[src/rtl/fcs_pkg.sv]
// Shared types for the flash command sequencer.
// Assumes a 32-bit command word with the count field at a fixed position.
package fcs_pkg;
    localparam int CNT_W   = 12;
    localparam int CNT_LSB = 16;

    typedef enum logic [1:0] {
        OP_READ  = 2'd0,
        OP_PROG  = 2'd1,
        OP_ERASE = 2'd2,
        OP_BAD   = 2'd3
    } op_e;

    typedef enum logic [1:0] {
        ST_IDLE  = 2'd0,
        ST_ISSUE = 2'd1,
        ST_DONE  = 2'd2
    } state_e;

    typedef struct packed {
        op_e              op;
        logic             repair;
        logic             bank;
        logic             info;
        logic [CNT_W-1:0] count;
    } cmd_t;
endpackage

[src/rtl/fcs_cmd_regs.sv]
// Command, address, program-type enable and erase-suspend registers.
// Command writes are accepted only while the sequencer is idle.
// Assumes the address and command are never written in the same cycle.
module fcs_cmd_regs
    import fcs_pkg::*;
#(
    parameter int ADDR_W = 32
) (
    input  logic              clk_i,
    input  logic              rst_ni,
    input  logic              cmd_we_i,
    input  logic [31:0]       cmd_wdata_i,
    input  logic              addr_we_i,
    input  logic [ADDR_W-1:0] addr_wdata_i,
    input  logic              ptype_we_i,
    input  logic [1:0]        ptype_wdata_i,
    input  logic              susp_we_i,
    input  logic              susp_wdata_i,
    input  logic              susp_ack_i,
    input  logic              idle_i,
    input  logic              erasing_i,
    output logic              launch_o,
    output cmd_t              cmd_next_o,
    output cmd_t              cmd_q_o,
    output logic [ADDR_W-1:0] addr_q_o,
    output logic [1:0]        ptype_en_o,
    output logic              susp_req_o
);
    logic cmd_take;
    logic unused_cmd_bits;

    // Decode the incoming command word into fields.
    always_comb begin
        cmd_next_o.op     = op_e'(cmd_wdata_i[5:4]);
        cmd_next_o.repair = cmd_wdata_i[6];
        cmd_next_o.bank   = cmd_wdata_i[7];
        cmd_next_o.info   = cmd_wdata_i[8];
        cmd_next_o.count  = cmd_wdata_i[CNT_LSB +: CNT_W];
    end

    assign unused_cmd_bits = ^{cmd_wdata_i[31:CNT_LSB+CNT_W], cmd_wdata_i[CNT_LSB-1:9],
                               cmd_wdata_i[3:1]};
    assign cmd_take = cmd_we_i & idle_i;
    assign launch_o = cmd_take & cmd_wdata_i[0];

    // Latch command fields while writable.
    always_ff @(posedge clk_i) begin
        if (!rst_ni) cmd_q_o <= '0;
        else if (cmd_take) cmd_q_o <= cmd_next_o;
    end

    // Hold the software start address.
    always_ff @(posedge clk_i) begin
        if (!rst_ni) addr_q_o <= '0;
        else if (addr_we_i) addr_q_o <= addr_wdata_i;
    end

    // Program-type enables that software can only clear.
    always_ff @(posedge clk_i) begin
        if (!rst_ni) ptype_en_o <= 2'b11;
        else if (ptype_we_i) ptype_en_o <= ptype_en_o & ptype_wdata_i;
    end

    // Suspend request kept only while an erase is being issued.
    always_ff @(posedge clk_i) begin
        if (!rst_ni) susp_req_o <= 1'b0;
        else susp_req_o <= erasing_i &
                           ((susp_we_i & susp_wdata_i) | (susp_req_o & ~susp_ack_i));
    end
endmodule

[src/rtl/fcs_addr_align.sv]
// Clears the low address bits to the granularity of the selected operation.
// Assumes all byte sizes are powers of two.
module fcs_addr_align
    import fcs_pkg::*;
#(
    parameter int ADDR_W         = 32,
    parameter int WORD_BYTES     = 4,
    parameter int WORDS_PER_PAGE = 16,
    parameter int PAGES_PER_BANK = 8
) (
    input  logic [ADDR_W-1:0] addr_i,
    input  op_e               op_i,
    input  logic              bank_i,
    output logic [ADDR_W-1:0] aligned_o
);
    localparam int PAGE_BYTES = WORD_BYTES * WORDS_PER_PAGE;
    localparam int BANK_BYTES = PAGE_BYTES * PAGES_PER_BANK;
    localparam logic [ADDR_W-1:0] WORD_MASK = ~ADDR_W'(WORD_BYTES - 1);
    localparam logic [ADDR_W-1:0] PAGE_MASK = ~ADDR_W'(PAGE_BYTES - 1);
    localparam logic [ADDR_W-1:0] BANK_MASK = ~ADDR_W'(BANK_BYTES - 1);

    // Pick the mask from operation kind and erase sub-type.
    always_comb begin
        if (op_i == OP_ERASE) aligned_o = addr_i & (bank_i ? BANK_MASK : PAGE_MASK);
        else                  aligned_o = addr_i & WORD_MASK;
    end
endmodule

[src/rtl/fcs_op_fsm.sv]
// Operation state machine: IDLE, ISSUE (one request per word), DONE.
// Assumes the command register latches cmd_next_i on the launch edge.
module fcs_op_fsm
    import fcs_pkg::*;
#(
    parameter int ADDR_W     = 32,
    parameter int WORD_BYTES = 4
) (
    input  logic              clk_i,
    input  logic              rst_ni,
    input  logic              launch_i,
    input  cmd_t              cmd_next_i,
    input  cmd_t              cmd_q_i,
    input  logic [ADDR_W-1:0] aligned_i,
    input  logic [1:0]        ptype_en_i,
    input  logic              req_ack_i,
    input  logic              perm_deny_i,
    input  logic              sts_clr_we_i,
    input  logic [1:0]        sts_clr_wdata_i,
    output logic              req_o,
    output logic [ADDR_W-1:0] addr_o,
    output logic              idle_o,
    output logic              erasing_o,
    output logic              done_o,
    output logic              err_o
);
    state_e           state_q;
    logic [CNT_W-1:0] cnt_q;
    logic             fail_q;
    logic             bad_cmd;
    logic             empty_cmd;
    logic             last_word;

    assign bad_cmd   = (cmd_next_i.op == OP_BAD) ||
                       ((cmd_next_i.op == OP_PROG) && !ptype_en_i[cmd_next_i.repair]);
    assign empty_cmd = (cmd_next_i.op != OP_ERASE) && (cmd_next_i.count == '0);
    assign last_word = (cmd_q_i.op == OP_ERASE) || (cnt_q == CNT_W'(1));

    assign idle_o    = (state_q == ST_IDLE);
    assign req_o     = (state_q == ST_ISSUE);
    assign erasing_o = req_o && (cmd_q_i.op == OP_ERASE);

    // Sequence the operation and step address and count per accepted word.
    always_ff @(posedge clk_i) begin
        if (!rst_ni) begin
            state_q <= ST_IDLE;
            cnt_q   <= '0;
            addr_o  <= '0;
            fail_q  <= 1'b0;
        end else begin
            case (state_q)
                ST_IDLE: if (launch_i) begin
                    addr_o <= aligned_i;
                    cnt_q  <= cmd_next_i.count;
                    fail_q <= bad_cmd;
                    state_q <= (bad_cmd || empty_cmd) ? ST_DONE : ST_ISSUE;
                end
                ST_ISSUE: if (req_ack_i) begin
                    if (perm_deny_i) begin
                        fail_q  <= 1'b1;
                        state_q <= ST_DONE;
                    end else if (last_word) begin
                        state_q <= ST_DONE;
                    end else begin
                        cnt_q  <= cnt_q - CNT_W'(1);
                        addr_o <= addr_o + ADDR_W'(WORD_BYTES);
                    end
                end
                default: state_q <= ST_IDLE;
            endcase
        end
    end

    // Sticky completion and error flags; hardware set wins over clear.
    always_ff @(posedge clk_i) begin
        if (!rst_ni) begin
            done_o <= 1'b0;
            err_o  <= 1'b0;
        end else begin
            done_o <= (done_o & ~(sts_clr_we_i & sts_clr_wdata_i[0])) | (state_q == ST_DONE);
            err_o  <= (err_o & ~(sts_clr_we_i & sts_clr_wdata_i[1])) |
                      ((state_q == ST_DONE) & fail_q);
        end
    end
endmodule

[src/rtl/flash_cmd_seq.sv]
// Top of the flash command sequencer: register front end, address
// alignment and operation state machine. Permission checks are external.
module flash_cmd_seq
    import fcs_pkg::*;
#(
    parameter int ADDR_W         = 32,
    parameter int WORD_BYTES     = 4,
    parameter int WORDS_PER_PAGE = 16,
    parameter int PAGES_PER_BANK = 8
) (
    input  logic              clk_i,
    input  logic              rst_ni,
    input  logic              cmd_we_i,
    input  logic [31:0]       cmd_wdata_i,
    input  logic              addr_we_i,
    input  logic [ADDR_W-1:0] addr_wdata_i,
    input  logic              ptype_we_i,
    input  logic [1:0]        ptype_wdata_i,
    input  logic              susp_we_i,
    input  logic              susp_wdata_i,
    input  logic              susp_ack_i,
    input  logic              sts_clr_we_i,
    input  logic [1:0]        sts_clr_wdata_i,
    input  logic              req_ack_i,
    input  logic              perm_deny_i,
    output logic              req_o,
    output logic [ADDR_W-1:0] req_addr_o,
    output logic [1:0]        req_op_o,
    output logic              req_repair_o,
    output logic              req_bank_erase_o,
    output logic              req_part_o,
    output logic              susp_req_o,
    output logic              cfg_en_o,
    output logic              done_o,
    output logic              err_o
);
    logic              launch;
    cmd_t              cmd_next;
    cmd_t              cmd_q;
    logic [ADDR_W-1:0] addr_q;
    logic [ADDR_W-1:0] aligned;
    logic [1:0]        ptype_en;
    logic              idle;
    logic              erasing;
    logic              unused_cnt;

    fcs_cmd_regs #(.ADDR_W(ADDR_W)) u_regs (
        .clk_i, .rst_ni, .cmd_we_i, .cmd_wdata_i, .addr_we_i, .addr_wdata_i,
        .ptype_we_i, .ptype_wdata_i, .susp_we_i, .susp_wdata_i, .susp_ack_i,
        .idle_i(idle), .erasing_i(erasing), .launch_o(launch),
        .cmd_next_o(cmd_next), .cmd_q_o(cmd_q), .addr_q_o(addr_q),
        .ptype_en_o(ptype_en), .susp_req_o(susp_req_o)
    );

    fcs_addr_align #(
        .ADDR_W(ADDR_W), .WORD_BYTES(WORD_BYTES),
        .WORDS_PER_PAGE(WORDS_PER_PAGE), .PAGES_PER_BANK(PAGES_PER_BANK)
    ) u_align (
        .addr_i(addr_q), .op_i(cmd_next.op), .bank_i(cmd_next.bank), .aligned_o(aligned)
    );

    fcs_op_fsm #(.ADDR_W(ADDR_W), .WORD_BYTES(WORD_BYTES)) u_fsm (
        .clk_i, .rst_ni, .launch_i(launch), .cmd_next_i(cmd_next), .cmd_q_i(cmd_q),
        .aligned_i(aligned), .ptype_en_i(ptype_en), .req_ack_i, .perm_deny_i,
        .sts_clr_we_i, .sts_clr_wdata_i, .req_o, .addr_o(req_addr_o),
        .idle_o(idle), .erasing_o(erasing), .done_o, .err_o
    );

    assign cfg_en_o         = idle;
    assign req_op_o         = cmd_q.op;
    assign req_repair_o     = cmd_q.repair;
    assign req_bank_erase_o = cmd_q.bank;
    assign req_part_o       = cmd_q.info;
    assign unused_cnt       = ^cmd_q.count;
endmodule

[config.mk]
export PLATFORM = sky130hd
export DESIGN_NAME = flash_cmd_seq
export DESIGN_NICKNAME = d
export VERILOG_FILES = /design/src/rtl/fcs_pkg.sv /design/src/rtl/fcs_cmd_regs.sv /design/src/rtl/fcs_addr_align.sv /design/src/rtl/fcs_op_fsm.sv /design/src/rtl/flash_cmd_seq.sv
export SDC_FILE = /design/constraint.sdc
export NUM_CORES = 1
export LEC_CHECK = 0
export BUFFER_PORTS_ARGS = -buffer_cell sky130_fd_sc_hd__buf_2
export CORE_MARGIN = 2
export CORE_UTILIZATION = 53
export DETAILED_ROUTE_END_ITERATION = 7
export PLACE_DENSITY_LB_ADDON = 0.15
export SYNTH_ARGS = -nofsm -noshare
export SYNTH_HDL_FRONTEND = slang
export SYNTH_SLANG_ARGS = --single-unit
[constraint.sdc]
create_clock -name clk_i -period 2.42 [get_ports clk_i]
set_input_delay 0.121 -clock clk_i [delete_from_list [all_inputs] [get_ports clk_i]]
set_output_delay 0.121 -clock clk_i [all_outputs]
set_load 0.01 [all_outputs]
* Yosys cells after proc, flatten, opt, wreduce, memory -nomap -nowiden
Cells that the tools add are included.
** Word-level totals
- Register bits :: 89
- Input bits :: 79
- Output and inout bits :: 42
- Word-level logic and storage cells :: 85
** Cells by class
- Add/sub/neg operators :: 2
- Order comparisons :: 1
- Eq/ne operators :: 14
- Multiplexer cells :: 24
- Bitwise gates (word level) :: 18
- Reduce and logical (&&, ||, !) cells :: 13
** Operator list (count)
- $mux W32 :: 5
- $pmux W32 S2 :: 1
- $mux W12 :: 4
- $add A32 B3 Y32 const B :: 1
- $and A32 B32 Y32 :: 1
- $pmux W12 S2 :: 1
- $eq A12 B1 Y1 const B :: 1
- $logic_not A12 Y1 :: 1
- $ne A2 B2 Y1 const B :: 6
- $sub A12 B1 Y12 const B :: 1
- $and A1 B1 Y1 :: 10
- $mux W2 :: 5
- $mux W9 :: 1
- $eq A2 B2 Y1 const B :: 4
- $mux W1 :: 5
- $reduce_and A5 Y1 :: 1
- $eq A2 B1 Y1 const B :: 2
- $pmux W2 S2 :: 1
- $reduce_and A4 Y1 :: 1
- $logic_and A1 B1 Y1 :: 3
- $logic_or A1 B1 Y1 :: 3
- $ne A3 B3 Y1 const B :: 1
- $not A1 Y1 :: 3
- $or A1 B1 Y1 :: 3
- 7 further kinds :: 7

* Logic depth before layout (Yosys ltp)
- Word-level depth :: 9
- Depth in mapped cells :: 9

* By module
From an unflattened synthesis, not the netlist that was laid out.
** Unflattened totals
- Cells, all modules :: 652
- Area total of the unflattened synthesis :: 5500.3 µm²
** Modules (own cells, without submodules)
- fcs_op_fsm :: instances 1, cells an instance 403, area an instance 3064.2 µm², sequential area each 980.9 µm²
- fcs_cmd_regs :: instances 1, cells an instance 214, area an instance 2169.6 µm², sequential area each 1041.0 µm²
- fcs_addr_align :: instances 1, cells an instance 35, area an instance 266.5 µm², sequential area each 0.0 µm²

* Worst setup path before layout
OpenSTA, ideal clock, no wires.
- Path kind :: register to register
- Start point :: register u_fsm.addr_o[20]
- End point :: register u_fsm.addr_o[31]
- Library setup time :: 0.074 ns
- Arrival time :: 1.834 ns
- Required time :: 2.346 ns
- Slack :: 0.512 ns
- Stages on the path, launching flop included :: 7
- Period minus slack after synthesis :: 1.908 ns
- Cell sequence :: dfxtp_1 clkbuf_1 nand3_1 nor4_2 nand2_1 or4b_1 a31oi_1
** Between the ends
- Longest elaborated chain between the ends :: 5
** Ends and longest elaborated chain
- start, declared :: RTL line fcs_op_fsm.sv:21 : output logic [ADDR_W-1:0] addr_o,
- start signal, assigned :: RTL line fcs_op_fsm.sv:53 : addr_o <= aligned_i;
- start signal, assigned :: RTL line fcs_op_fsm.sv:66 : addr_o <= addr_o + ADDR_W'(WORD_BYTES);
- $add A32 B3 Y32 :: RTL line fcs_op_fsm.sv:66
- $mux W32 :: RTL line fcs_op_fsm.sv:62 : end else if (last_word) begin
- $mux W32 :: RTL line fcs_op_fsm.sv:59 : if (perm_deny_i) begin
- $mux W32 :: RTL line fcs_op_fsm.sv:58 : ST_ISSUE: if (req_ack_i) begin
- $pmux W32 S2 :: RTL line fcs_op_fsm.sv:51 : case (state_q)
Every way passes these cells. The select of a mux whose other input is x is not followed.
A chain may end at the register's enable or synchronous reset.

* Final worst setup path
- Start point :: register u_fsm.cnt_q[1]
- End point :: register u_fsm.addr_o[2]
** Between the ends
- Longest elaborated chain between the ends :: 4
** Ends and longest elaborated chain
- start, declared :: RTL line fcs_op_fsm.sv:28 : logic [CNT_W-1:0] cnt_q;
- start signal, assigned :: RTL line fcs_op_fsm.sv:54 : cnt_q <= cmd_next_i.count;
- start signal, assigned :: RTL line fcs_op_fsm.sv:65 : cnt_q <= cnt_q - CNT_W'(1);
- $eq A12 B1 Y1 :: RTL line fcs_op_fsm.sv:37 : assign last_word = (cmd_q_i.op == OP_ERASE) || (cnt_q == CNT_W'(1));
- $logic_or A1 B1 Y1 :: RTL line fcs_op_fsm.sv:37
- $ne A2 B2 Y1 (no source line)
- $reduce_and A5 Y1 (no source line)
Every way passes these cells.

==> impl_metrics.sql <==
INSERT INTO impl_metrics (metric_group, metric, value, unit) VALUES
('pwr', 'post-layout-total-power', '3.44', 'mW'),
('synth', 'synth_edf_count', '0', ''),
('floorplan', 'row_count', '33', ''),
('worst_setup_path', 'critical_path_arrival', '2.46', 'ns'),
('floorplan', 'num_io_pins', '121', ''),
('synth', 'synthSimpleGateAreaFrac', '25.9', '%'),
('place', 'post-place-cells', '737', ''),
('synth', 'synthArstFlopShare', '0', '%'),
('synth', 'synth_compound_area_share', '21.0', '%'),
('flow_run', 'max-cap-violations', '0', ''),
('global_route', 'grt_antenna_before_repair', '0', ''),
('synth', 'ys_ff_latch', '85', ''),
('sta', 'timing.max_slew.rel_slack', '38.3', '%'),
('floorplan', 'die_y', '94.8', 'um'),
('floorplan', 'design.die.area', '8980', 'sq um'),
('final_layout', 'layout.cells.most_common', 'buf_2', ''),
('synth', 'syn_inst', '546', ''),
('place', 'place.gp.congestion', '0.908', ''),
('worst_setup_path', 'critPathTopFamily', 'simple AND/OR/NAND/NOR gates', ''),
('clock_network', 'htree_num_levels', '3', ''),
('synth', 'synth_mux_area_share', '8.25', '%'),
('place', 'port-buffer-count', '102', ''),
('clock_network', 'tritoncts', 'done', ''),
('synth', 'yosys.area_share.adder', '0.860', '%'),
('synth', 'synth_cell_area', '4370', 'sq um'),
('hold_path', 'min-delay-start', 'addr_wdata_i[26]', ''),
('worst_setup_path', 'cp_max_fo', '10', ''),
('clock_network', 'clk_pin_slew_worst_paths', '0.08', 'ns'),
('worst_setup_path', 'rr_startpoint', 'u_fsm.cnt_q[1]$_SDFFE_PN0P_', ''),
('clock_network', 'clockBufferDepth', '2', ''),
('clock_network', 'cts_root_buf', 'clkbuf_8', ''),
('sta', 'setup-violations-final', '0', ''),
('sta', 'timing.final.crit_share', '90.4', '%'),
('sta', 'timing.clock.skew', '0.0140', 'ns'),
('worst_setup_path', 'worst_ep_required_time', '2.69', 'ns'),
('detailed_routing', 'route.detailed.drc', '0', ''),
('detailed_routing', 'route.detailed.vias_per_inst', '5.80', ''),
('global_route', 'global_route.overflow_total', '0', ''),
('sta', 'timing_worst_slew_pin_value', '0.925', 'ns'),
('detailed_routing', 'drt_pre_antenna_iters', '5', ''),
('global_route', 'grt.total_usage', '26.5', '%'),
('global_route', 'grt_first_pass_wirelength', '18900', 'um'),
('floorplan', 'start_util', '54.0', '%'),
('final_layout', 'layout.cells.most_common_list', '102 x buf_2, 85 x dfxtp_1, 75 x nand2_1, 63 x nor2_1, 38 x a21oi_1', ''),
('worst_setup_path', 'crit_type', 'reg -> reg', ''),
('synth', 'synth_xor_area_share', '0.401', '%'),
('pwr', 'vdd_drop_max', '0.382', 'mV'),
('detailed_routing', 'detail_route.wl_per_cell', '15.2', 'um'),
('sta', 'holdWs', '0.00956', 'ns'),
('final_layout', 'post_route_cells_drive_above_1_share', '22.2', '%'),
('pwr', 'cell_area_power_density', '631', 'nW/um^2'),
('worst_setup_path', 'setup.worst_path.start_class', 'flip-flop', ''),
('pwr', 'leakagePower', '2.33', 'nW'),
('synth', 'yosys_warnings', '0', ''),
('run_status', 'status', 'finished, final reports clean', ''),
('worst_setup_path', 'cp-end-kind', 'flip-flop', ''),
('global_route', 'grt_max_degree', '73', ''),
('sta', 'rsz0062_at_grt', 'false', ''),
('sta', 'final-max-slew-violation-count', '0', ''),
('floorplan', 'die_w', '94.8', 'um'),
('synth', 'post_synth_num_cell_types', '59', ''),
('detailed_routing', 'num_vias', '4474', ''),
('sta', 'final_period_minus_worst_setup_slack', '2.19', 'ns'),
('place', 'final_hpwl_from_detailed_placement', '8140', 'um'),
('place', 'post_dp_cell_area', '5040', 'sq um'),
('clock_network', 'cts.sink_count', '85', ''),
('worst_setup_path', 'slowest_stage', 'dfxtp_1', ''),
('sta', 'fmax', '457', 'MHz'),
('worst_setup_path', 'path_cells', 'inv_1 > ha_1 > nor4b_1 > buf_4 > and4b_1 > or2_4 > buf_4 > or3_1 > a31oi_1', ''),
('worst_setup_path', 'delay_of_the_slowest_cell_on_the_worst_path', '0.38', 'ns'),
('worst_setup_path', 'crit_top_cell', 'buf_4', '');
==> metrics by stage <==
| step | util, % | setup WS (ns) |
|---|---|---|
| floorplan | - | 0.512 |
| global placement | 62.3 | 0.197 |
| detailed placement | 62.3 | 0.172 |
| CTS | 67.4 | 0.117 |
| global route | 67.4 | 0.133 |
| finish | 67.4 | 0.233 |
==> Yosys cell counts, types with 10 or more instances <==
library cell	count	area, sq um
a21oi_1	38	190
clkbuf_1	23	86.3
nor2_1	64	240
nand3_1	18	90.1
dfxtp_1	85	1700
mux2i_1	36	360
nand4_1	13	81.3
o21ai_0	34	170
nand2_1	75	282
and3_1	10	62.6
==> flip-flops by register name (all words and copies together) (netlist names) <==
register	cells
u_fsm.addr_o	30
u_regs.ptype_en_o	2
u_fsm.done_o	1
u_regs.addr_q_o	30
u_fsm.cnt_q	12
u_regs.susp_req_o	1
u_fsm.err_o	1
u_fsm.state_q	2
u_fsm.fail_q	1
u_regs.cmd_q_o	5
==> final timing paths <==
check,to,slack (ns),cells after the start
setup / recovery,u_fsm.addr_o[2]$_SDFFE_PN0P_,0.23,9
hold / removal,u_regs.addr_q_o[26]$_SDFFE_PN0P_,0.01,3
setup reg to reg,u_fsm.addr_o[2]$_SDFFE_PN0P_,0.23,9
hold reg to reg,u_regs.ptype_en_o[1]$_SDFFE_PN1P_,0.47,2
==> routing by layer <==
layer | GRT usage, % | vias to the layer above | share of wire (%)
met2 | 42.4 | 163 | 46
met5 | 0 | - | 0
li1 | - | 2218 | -
met3 | 4.15 | 23 | 6.8
met4 | 11.0 | 0 | 2.3
met1 | 35.5 | 2070 | 45
==> cell families (layout without fill, tap and decap cells) <==
group	count (synthesis)	count (layout)
xor+xnor	2	2
flops	85	85
fa+ha+maj	3	3
buf+inv	47	167
compound gates	142	142
simple gates	230	230
mux	36	36
other cells	1	2
==> final cells by class <==
class                           instances  area (sq um)
Multi-Input combinational cell        415          2480
Clock inverter                          6          88.8
Inverter                                8          30.0
Clock buffer                            9           124
Tap cell                              105           131
Timing Repair Buffer                  144           901
Fill cell                             691          2640
Sequential cell                        85          1700
==> where the power goes <==
part	switching, mW	internal (mW)	leakage [nW]
Combinational	0.424	0.341	1.54
Clock	0.506	0.575	0.101
Sequential	0.101	1.49	0.696
==> worst min-delay path: stages <==
cell and delay, ns:
buf_2 0.08, mux2i_1 0.06, nor2_1 0.08
==> repair_timing <==
item / in CTS / in global routing
setup endpoints to repair: 0 / 1
hold buffers: 20 / 0
hold endpoints to repair: 20 / 0
gates resized for setup: 0 / 1
(Power assumes the default switching activity.)
